### src/rtl/pwm_pkg.sv
package pwm_pkg;

  localparam int SEL_W = 4;

  localparam logic [1:0] ADDR_CTRL = 2'd0;
  localparam logic [1:0] ADDR_PER  = 2'd1;
  localparam logic [1:0] ADDR_WID  = 2'd2;

  typedef struct packed {
    logic [SEL_W-1:0] sel;
    logic             start;
    logic             inv;
    logic             pulse;
    logic             en;
  } ctrl_t;

  // Limit a prescale select value to the largest supported log2 divisor.
  function automatic logic [SEL_W-1:0] clamp_sel(input logic [SEL_W-1:0] sel,
                                                 input int unsigned max_log);
    if (int'(sel) > int'(max_log)) return SEL_W'(max_log);
    return sel;
  endfunction

endpackage

### src/rtl/pwm_regs.sv
module pwm_regs
  import pwm_pkg::*;
#(
  parameter int CNT_W = 16
) (
  input  logic                 clk,
  input  logic                 rst_n,
  input  logic                 wr_en,
  input  logic [1:0]           wr_addr,
  input  logic [CNT_W-1:0]     wr_data,
  input  logic                 pulse_done,
  output logic                 en,
  output logic                 pulse,
  output logic                 inv,
  output logic [SEL_W-1:0]     sel,
  output logic [CNT_W-1:0]     per_reg,
  output logic [CNT_W-1:0]     wid_reg,
  output logic                 armed
);

  ctrl_t wr_ctrl;
  logic  ctrl_wr;

  assign wr_ctrl = ctrl_t'(wr_data[$bits(ctrl_t)-1:0]);
  assign ctrl_wr = wr_en && (wr_addr == ADDR_CTRL);

  always_ff @(posedge clk or negedge rst_n) begin
    if (!rst_n) begin
      en      <= 1'b0;
      pulse   <= 1'b0;
      inv     <= 1'b0;
      sel     <= '0;
      per_reg <= '0;
      wid_reg <= '0;
    end else if (wr_en) begin
      case (wr_addr)
        ADDR_CTRL: begin
          en    <= wr_ctrl.en;
          pulse <= wr_ctrl.pulse;
          inv   <= wr_ctrl.inv;
          sel   <= wr_ctrl.sel;
        end
        ADDR_PER: per_reg <= wr_data;
        ADDR_WID: wid_reg <= wr_data;
        default: ;
      endcase
    end
  end

  // Start bit: a control write sets or drops it; a finished pulse clears it.
  always_ff @(posedge clk or negedge rst_n) begin
    if (!rst_n)          armed <= 1'b0;
    else if (ctrl_wr)    armed <= wr_ctrl.start & wr_ctrl.en & wr_ctrl.pulse;
    else if (!en)        armed <= 1'b0;
    else if (pulse_done) armed <= 1'b0;
  end

endmodule

### src/rtl/pwm_prescaler.sv
module pwm_prescaler
  import pwm_pkg::*;
#(
  parameter int PRE_LOG = 12
) (
  input  logic             clk,
  input  logic             rst_n,
  input  logic             run,
  input  logic [SEL_W-1:0] sel,
  output logic             tick
);

  localparam int PW = PRE_LOG + 1;

  logic [PRE_LOG-1:0] pcnt;
  logic [PW-1:0]      term;

  assign term = (PW'(1) << clamp_sel(sel, PRE_LOG)) - PW'(1);
  assign tick = run && ({1'b0, pcnt} == term);

  always_ff @(posedge clk or negedge rst_n) begin
    if (!rst_n)    pcnt <= '0;
    else if (!run) pcnt <= '0;
    else if (tick) pcnt <= '0;
    else           pcnt <= pcnt + 1'b1;
  end

endmodule

### src/rtl/pwm_counter.sv
module pwm_counter #(
  parameter int CNT_W = 16
) (
  input  logic             clk,
  input  logic             rst_n,
  input  logic             run,
  input  logic             tick,
  input  logic [CNT_W-1:0] per_reg,
  input  logic [CNT_W-1:0] wid_reg,
  output logic [CNT_W-1:0] cnt,
  output logic [CNT_W-1:0] per_sh,
  output logic [CNT_W-1:0] wid_sh,
  output logic             period_end,
  output logic             active
);

  assign period_end = tick && (cnt == per_sh);
  assign active     = run && (cnt < wid_sh);

  always_ff @(posedge clk or negedge rst_n) begin
    if (!rst_n) begin
      cnt    <= '0;
      per_sh <= '0;
      wid_sh <= '0;
    end else if (!run || period_end) begin
      cnt    <= '0;
      per_sh <= per_reg;
      wid_sh <= wid_reg;
    end else if (tick) begin
      cnt    <= cnt + 1'b1;
    end
  end

endmodule

### src/rtl/pwm_channel.sv
module pwm_channel
  import pwm_pkg::*;
#(
  parameter int CNT_W   = 16,
  parameter int PRE_LOG = 12
) (
  input  logic             clk,
  input  logic             rst_n,
  input  logic             wr_en,
  input  logic [1:0]       wr_addr,
  input  logic [CNT_W-1:0] wr_data,
  output logic             pwm_out,
  output logic             armed
);

  logic             en, pulse, inv, run, tick, period_end, active;
  logic [SEL_W-1:0] sel;
  logic [CNT_W-1:0] per_reg, wid_reg, cnt, per_sh, wid_sh;

  pwm_regs #(.CNT_W(CNT_W)) u_regs (
    .clk(clk), .rst_n(rst_n), .wr_en(wr_en), .wr_addr(wr_addr), .wr_data(wr_data),
    .pulse_done(period_end), .en(en), .pulse(pulse), .inv(inv), .sel(sel),
    .per_reg(per_reg), .wid_reg(wid_reg), .armed(armed)
  );

  assign run = en && (!pulse || armed);

  pwm_prescaler #(.PRE_LOG(PRE_LOG)) u_pre (
    .clk(clk), .rst_n(rst_n), .run(run), .sel(sel), .tick(tick)
  );

  pwm_counter #(.CNT_W(CNT_W)) u_cnt (
    .clk(clk), .rst_n(rst_n), .run(run), .tick(tick), .per_reg(per_reg),
    .wid_reg(wid_reg), .cnt(cnt), .per_sh(per_sh), .wid_sh(wid_sh),
    .period_end(period_end), .active(active)
  );

  assign pwm_out = active ^ inv;

endmodule

### config.mk
export PLATFORM = sky130hd
export DESIGN_NAME = pwm_channel
export DESIGN_NICKNAME = d
export VERILOG_FILES = /design/src/rtl/pwm_pkg.sv /design/src/rtl/pwm_regs.sv /design/src/rtl/pwm_prescaler.sv /design/src/rtl/pwm_counter.sv /design/src/rtl/pwm_channel.sv
export SDC_FILE = /design/constraint.sdc
export NUM_CORES = 1
export LEC_CHECK = 0
export BUFFER_PORTS_ARGS = -buffer_cell sky130_fd_sc_hd__buf_2
export CAP_MARGIN = 25
export CORE_ASPECT_RATIO = 0.8
export CORE_MARGIN = 2
export CORE_UTILIZATION = 35
export DETAILED_ROUTE_END_ITERATION = 8
export PLACE_DENSITY = 0.48
export RECOVER_POWER = 100
export SYNTH_ARGS = -nofsm -noshare
export SYNTH_HDL_FRONTEND = slang
export SYNTH_SLANG_ARGS = --single-unit
### constraint.sdc
create_clock -name clk -period 9.3 [get_ports clk]
set_input_delay 1.86 -clock clk [delete_from_list [all_inputs] [get_ports clk]]
set_output_delay 1.86 -clock clk [all_outputs]
set_load 0.1 [all_outputs]
After elaboration in Yosys (flattened, before gate mapping):

Cells that the tools add are included.

* multiplexer cells: 10
* $mul: 0
* bitwise operators: 3
* order comparisons: 2
* add/subtract/negate cells: 3
* divide/modulo/power cells: 0
* equal/unequal tests: 5
* shift operators: 1
* reductions and logical operators: 14

Operators with widths (number)
* $mux 16: 2
* $mux 12: 2
* $add 16x1->16 const B: 1
* $eq 16x16->1: 1
* $lt 16x16->1: 1
* $eq 12x13->1: 1
* $shl 1x4->13 const A: 1
* $sub 13x2->13 const B: 1
* $add 12x1->12 const B: 1
* $mux 4: 2
* $reduce_and 2->1: 3
* $logic_and 1x1->1: 5
* $gt 4x4->1 const B: 1
* $mux 1: 4
* $ne 3x2->1 const B: 1
* $and 1x1->1: 2
* $eq 2x1->1 const B: 1
* $eq 2x2->1 const B: 1
* $logic_not 1->1: 2
* $logic_not 2->1: 1
* $logic_or 1x1->1: 2
* $reduce_bool 2->1: 1
* $xor 1x1->1: 1

* bits in writable memories: 0
* bits in registers: 100
* output and inout port bits: 2
* memories: 0
* bits in read-only memories: 0
* latch bits: 0
* logic and storage cells: 49

Depth between registers and ports, before layout:

* word-level depth: 11
* gate-level depth with buffers: 14
* mapped depth without buffers: 9

Hierarchy:

A second synthesis with hierarchy kept.

* cells, all modules: 417
* area total of the unflattened synthesis: 5134.9 µm²

Modules (own cells, without submodules)
* pwm_counter: cells an instance 219, instances 1, seq. area each 1201.2 µm², area an instance 2531.2 µm²
* pwm_regs: cells an instance 87, instances 1, seq. area each 1001.0 µm², area an instance 1525.2 µm²
* pwm_prescaler: cells an instance 108, instances 1, seq. area each 300.3 µm², area an instance 1058.5 µm²
* pwm_channel: cells an instance 3, instances 1, seq. area each 0.0 µm², area an instance 20.0 µm²

Worst setup path before layout:

No wires, ideal clock.

* kind: register -> output
* from: register u_regs.armed
* to: output pwm_out
* stages on the path, launching flop included: 6
* setup slack: 4.086 ns
* data required time: 7.440 ns
* path buffers: 0
* data arrival time: 3.354 ns
* cell sequence: dfrtp_1 -> o21ai_1 -> a2111oi_0 -> o21ai_0 -> a31oi_1 -> xor2_1

* longest elaborated chain between the ends: 4

Ends and longest elaborated chain
* from (decl): RTL line pwm_regs.sv:18 `output logic armed`
* from (signal assigned): RTL line pwm_regs.sv:53 `else if (ctrl_wr) armed <= wr_ctrl.start & wr_ctrl.en & wr_ctrl.pulse;`
* $logic_or 1x1->1: RTL line pwm_channel.sv:26 `assign run = en && (!pulse || armed);`
* $logic_and 1x1->1: RTL line pwm_channel.sv:26
* $logic_and 1x1->1: RTL line pwm_counter.sv:18 `assign active = run && (cnt < wid_sh);`
* $xor 1x1->1: RTL line pwm_channel.sv:38 `assign pwm_out = active ^ inv;`
* to (decl): RTL line pwm_channel.sv:12 `output logic pwm_out,`

Every way passes these cells.

Final worst setup path:

* from: register u_regs.sel[3]
* to: register u_cnt.wid_sh[4]

* longest elaborated chain between the ends: 9

Ends and longest elaborated chain
* from (decl): RTL line pwm_regs.sv:15 `output logic [SEL_W-1:0] sel,`
* from (signal assigned): RTL line pwm_regs.sv:41 `sel <= wr_ctrl.sel;`
* $gt 4x4->1: RTL line pwm_pkg.sv:20 `if (int'(sel) > int'(max_log)) return SEL_W'(max_log);`
* $mux 1: RTL line pwm_pkg.sv:20
* $mux 4 (*): RTL line pwm_pkg.sv:21 `return sel;`
* $shl 1x4->13 (*): RTL line pwm_prescaler.sv:18 `assign term = (PW'(1) << clamp_sel(sel, PRE_LOG)) - PW'(1);`
* $sub 13x2->13 (*): RTL line pwm_prescaler.sv:18
* $eq 12x13->1 (*): RTL line pwm_prescaler.sv:19 `assign tick = run && ({1'b0, pcnt} == term);`
* $logic_and 1x1->1 (*): RTL line pwm_prescaler.sv:19
* $logic_and 1x1->1 (*): RTL line pwm_counter.sv:17 `assign period_end = tick && (cnt == per_sh);`
* $logic_or 1x1->1 (*): RTL line pwm_counter.sv:25 `end else if (!run || period_end) begin`
* to (signal assigned): RTL line pwm_counter.sv:28 `wid_sh <= wid_reg;`
* to (decl): RTL line pwm_counter.sv:12 `output logic [CNT_W-1:0] wid_sh,`

Mark *: on every way between the ends. The rest lies on a longest branch, timed or not.
A chain may end at the register's enable or synchronous reset.

==> impl_metrics.csv <==
group,metric,value,unit
final_layout,insertedDiodeCount,0,
detailed_routing,num_vias,3764,
placed_design,detailed_place_hpwl,8.455,mm
critical_path,r2r_setup_slack,3100,ps
cts,cts_tree,"done",
synthesis,synth_top_area_cell,"dfrtp_1",
critical_path,rr_startpoint,"u_regs.sel[3]",
power_and_ir_drop,sw_frac_of_total,0.3074,
critical_path,critPathKind,"flop to flop",
final_layout,nets,541,
power_and_ir_drop,power_frac_comb,0.196,
synthesis,synth-edff-count,0,
cts,numCtsBuffers,9,
cts,clock_latency,360,ps
sta,worst_slew_pin_slew,2979,ps
detailed_routing,drc_errors,0,
global_routing,grt_pass1_wl,20.82,mm
worst_hold_path,hold_end,"u_cnt.wid_sh[12]",
power_and_ir_drop,p_clk_frac,0.324,
synthesis,ys_top_cells_by_area,"dfrtp_1 46%, mux2_2 8.5%, mux2_4 8.3%",
sta,rsz0062_at_grt,"no",
global_routing,grt_pass1_vias,3851,
cts,cts_setup_buffers,0,
sta,finClkSkew,9.185,ps
detailed_routing,first_iter_violations,293,
sta,hold_violations,0,
power_and_ir_drop,internal_power,0.8355,mW
worst_hold_path,min_from,"u_regs.wid_reg[12]",
synthesis,syn_nets,529,
die,core_region_area,15060,um^2
placed_design,preCtsSetupSlack,5053,ps
outcome,status,"finished with violations",
synthesis,ys_types,51,
sta,fin_crit,6203,ps
die,die-area,16520,um^2
detailed_routing,ant_nets,0,
global_routing,grt_antenna_before_repair,0,
detailed_routing,routed_via_density,5.250,
power_and_ir_drop,p_per_area,206.0,nW/um^2
final_layout,syn_to_final_growth,7.959,%
detailed_routing,routed_wl,12.28,mm
sta,final-setup-viol-count,0,
cts,cts_max_level,3,
synthesis,yosys_warnings,0,
critical_path,crit_arrival,6430,ps
synthesis,synthCells,490,
die,num_rows,40,
synthesis,synthArstFlopShare,1.000,
critical_path,cp.required,9530,ps
cts,clk_path_buf_depth,2,
synthesis,synth-seq-area-share,0.4614,
detailed_routing,wl_per_cell,17.13,um
sta,max_slew_margin,-0.9863,
job,drv_cap,4,
synthesis,syn_area,5424,um^2
sta,fmax,161.2,MHz
die,num_io_pins,23,
synthesis,syn_avg_cell_area,11.07,um^2
critical_path,cp-end-kind,"flop",
cts,cts_hold_buf,0,
global_routing,grt_start_max_net_pins,55,
sta,finalSetupTns,0,ps
power_and_ir_drop,pwr-share-seq,0.480,
synthesis,synth_seq_cells,100,
synthesis,yosys_most_used_dff,"dfrtp_1",
sta,maxSlewViolCount,157,
die,initial_utilization,0.3600,
sta,fin_ws,3098,ps
outcome,violations,"capacitance limit, slew limit",
final_layout,final_cell_mix,"100 x dfrtp_1, 41 x mux2_2, 40 x nand2_1",
final_layout,layout-drive-gt1-share,0.1637,
critical_path,worst-path-max-fanout,32,
die,die_width,143.2,um
placed_design,gp_congestion,0.8263,
final_layout,final_common_cell,"dfrtp_1",
sta,fin_crit_sh,0.6669,
critical_path,critPathLaunchType,"flop",
power_and_ir_drop,p_leak,2.685,nW
cts,cts.reportedPaths.clkPinSlew,70,ps
cts,clkSinkCount,100,
worst_hold_path,hold_path_depth,1,
cts,clockRootBuffer,"clkbuf_16",
global_routing,overflow,0,
detailed_routing,drt-pass1-iter-count,5,
die,die_h,115.3,um
critical_path,r2r_end,"u_cnt.wid_sh[4]",
power_and_ir_drop,p_switching,0.3707,mW
placed_design,port_buffers,22,
worst_hold_path,min_path_type,"flop to flop",
critical_path,rr_worst_depth,10,
power_and_ir_drop,ir_worst_vdd,0.09805,mV
cts,cts_resized,0,
global_routing,grt_use_total,0.1653,
synthesis,synth_top_area_frac,0.4614,
cells by family after synthesis:
group / share of synthesized area
AOI/OAI and AO/OA: 0.09181
muxes: 0.1700
xor gates and xnor gates: 0.05167
and+or+nand+nor: 0.1405
DFF: 0.4614
buffers and inverters: 0.04314
adders and majority gates: 0.04152
how the worst max path moves through the flow:
stage                       start         endpoint  depth (start not counted)
floorplan            u_regs.armed          pwm_out                          5
global placement    u_cnt.cnt[14]          pwm_out                          8
detailed placement  u_cnt.cnt[14]          pwm_out                          8
CTS                 u_cnt.cnt[14]          pwm_out                          8
global route                rst_n     u_cnt.cnt[7]                          2
finish              u_regs.sel[3]  u_cnt.wid_sh[4]                         10
through the flow:
step | power, mW | cell area (um^2) | utilization | hold slack, ps | cells
finish | 1.206 | 5856 | 0.3887 | 482.2 | 717
global route | 1.282 | 5856 | 0.3887 | 494.3 | 717
CTS | 1.275 | 6021 | 0.3997 | 501.1 | 717
detailed placement | 0.8775 | 5715 | 0.3794 | 484.6 | 701
global placement | 0.8682 | 5715 | 0.3794 | 484.3 | 701
floorplan | 0.7985 | 5424 | - | 475.0 | 490
Yosys cell counts (2+ instances only):
cell type	n
buf_2	10
a31oi_1	14
nor4b_1	2
mux2_2	41
a21oi_1	10
ha_1	18
nor2_1	15
nor3b_1	3
o31ai_1	2
nor4_1	6
and3_1	9
nand4_1	13
a21o_1	14
buf_4	2
mux2_4	30
buf_6	3
xor2_1	24
nand3_1	14
and2_1	4
clkbuf_1	12
nand3b_1	3
xnor2_1	8
o21ai_0	10
inv_1	24
a31o_2	3
a221oi_1	2
nand2b_1	5
o211ai_1	3
nand2_1	40
nor3_1	25
dfrtp_1	100
o2111ai_1	2
critical path, stage by stage, from the launching register on:
cell and delay, ps:
dfrtp_1 620, nor4_1 520, inv_1 90, ha_1 310, xor2_1 170, o2111ai_1 120, or4_1 530, a311oi_1 2110
a31oi_4 150, clkbuf_1 830, mux2_1 620
power by group through the flow:
stage / Combinational [mW] / Sequential (mW) / Clock, mW
after floorplan: 0.240 / 0.558 / 0
after global placement: 0.276 / 0.592 / 0
after detailed placement: 0.284 / 0.594 / 0
after CTS: 0.285 / 0.586 / 0.405
after global routing: 0.268 / 0.593 / 0.421
final: 0.236 / 0.579 / 0.391
per-layer routing:
layer | wire length [um] | global-route usage | vias to the layer above | part of all wire
met3 | 530 | 0.04748 | 12 | 0.043
met4 | 117 | 0.03630 | 0 | 0.0095
li1 | - | - | 1785 | -
met1 | 6052 | 0.2282 | 1886 | 0.49
met2 | 5579 | 0.2600 | 81 | 0.45
met5 | 0 | 0 | - | 0
final cells by class:
type,instances,area [um^2]
clock buffer,9,225.2
clock inverter,7,80.08
fill,1509,9209
inverter,24,90.09
multi-input combinational,339,2557
sequential,100,2502
tap,210,262.8
timing repair buffer,28,137.6
Note: power is estimated with default switching activity, not from simulation.
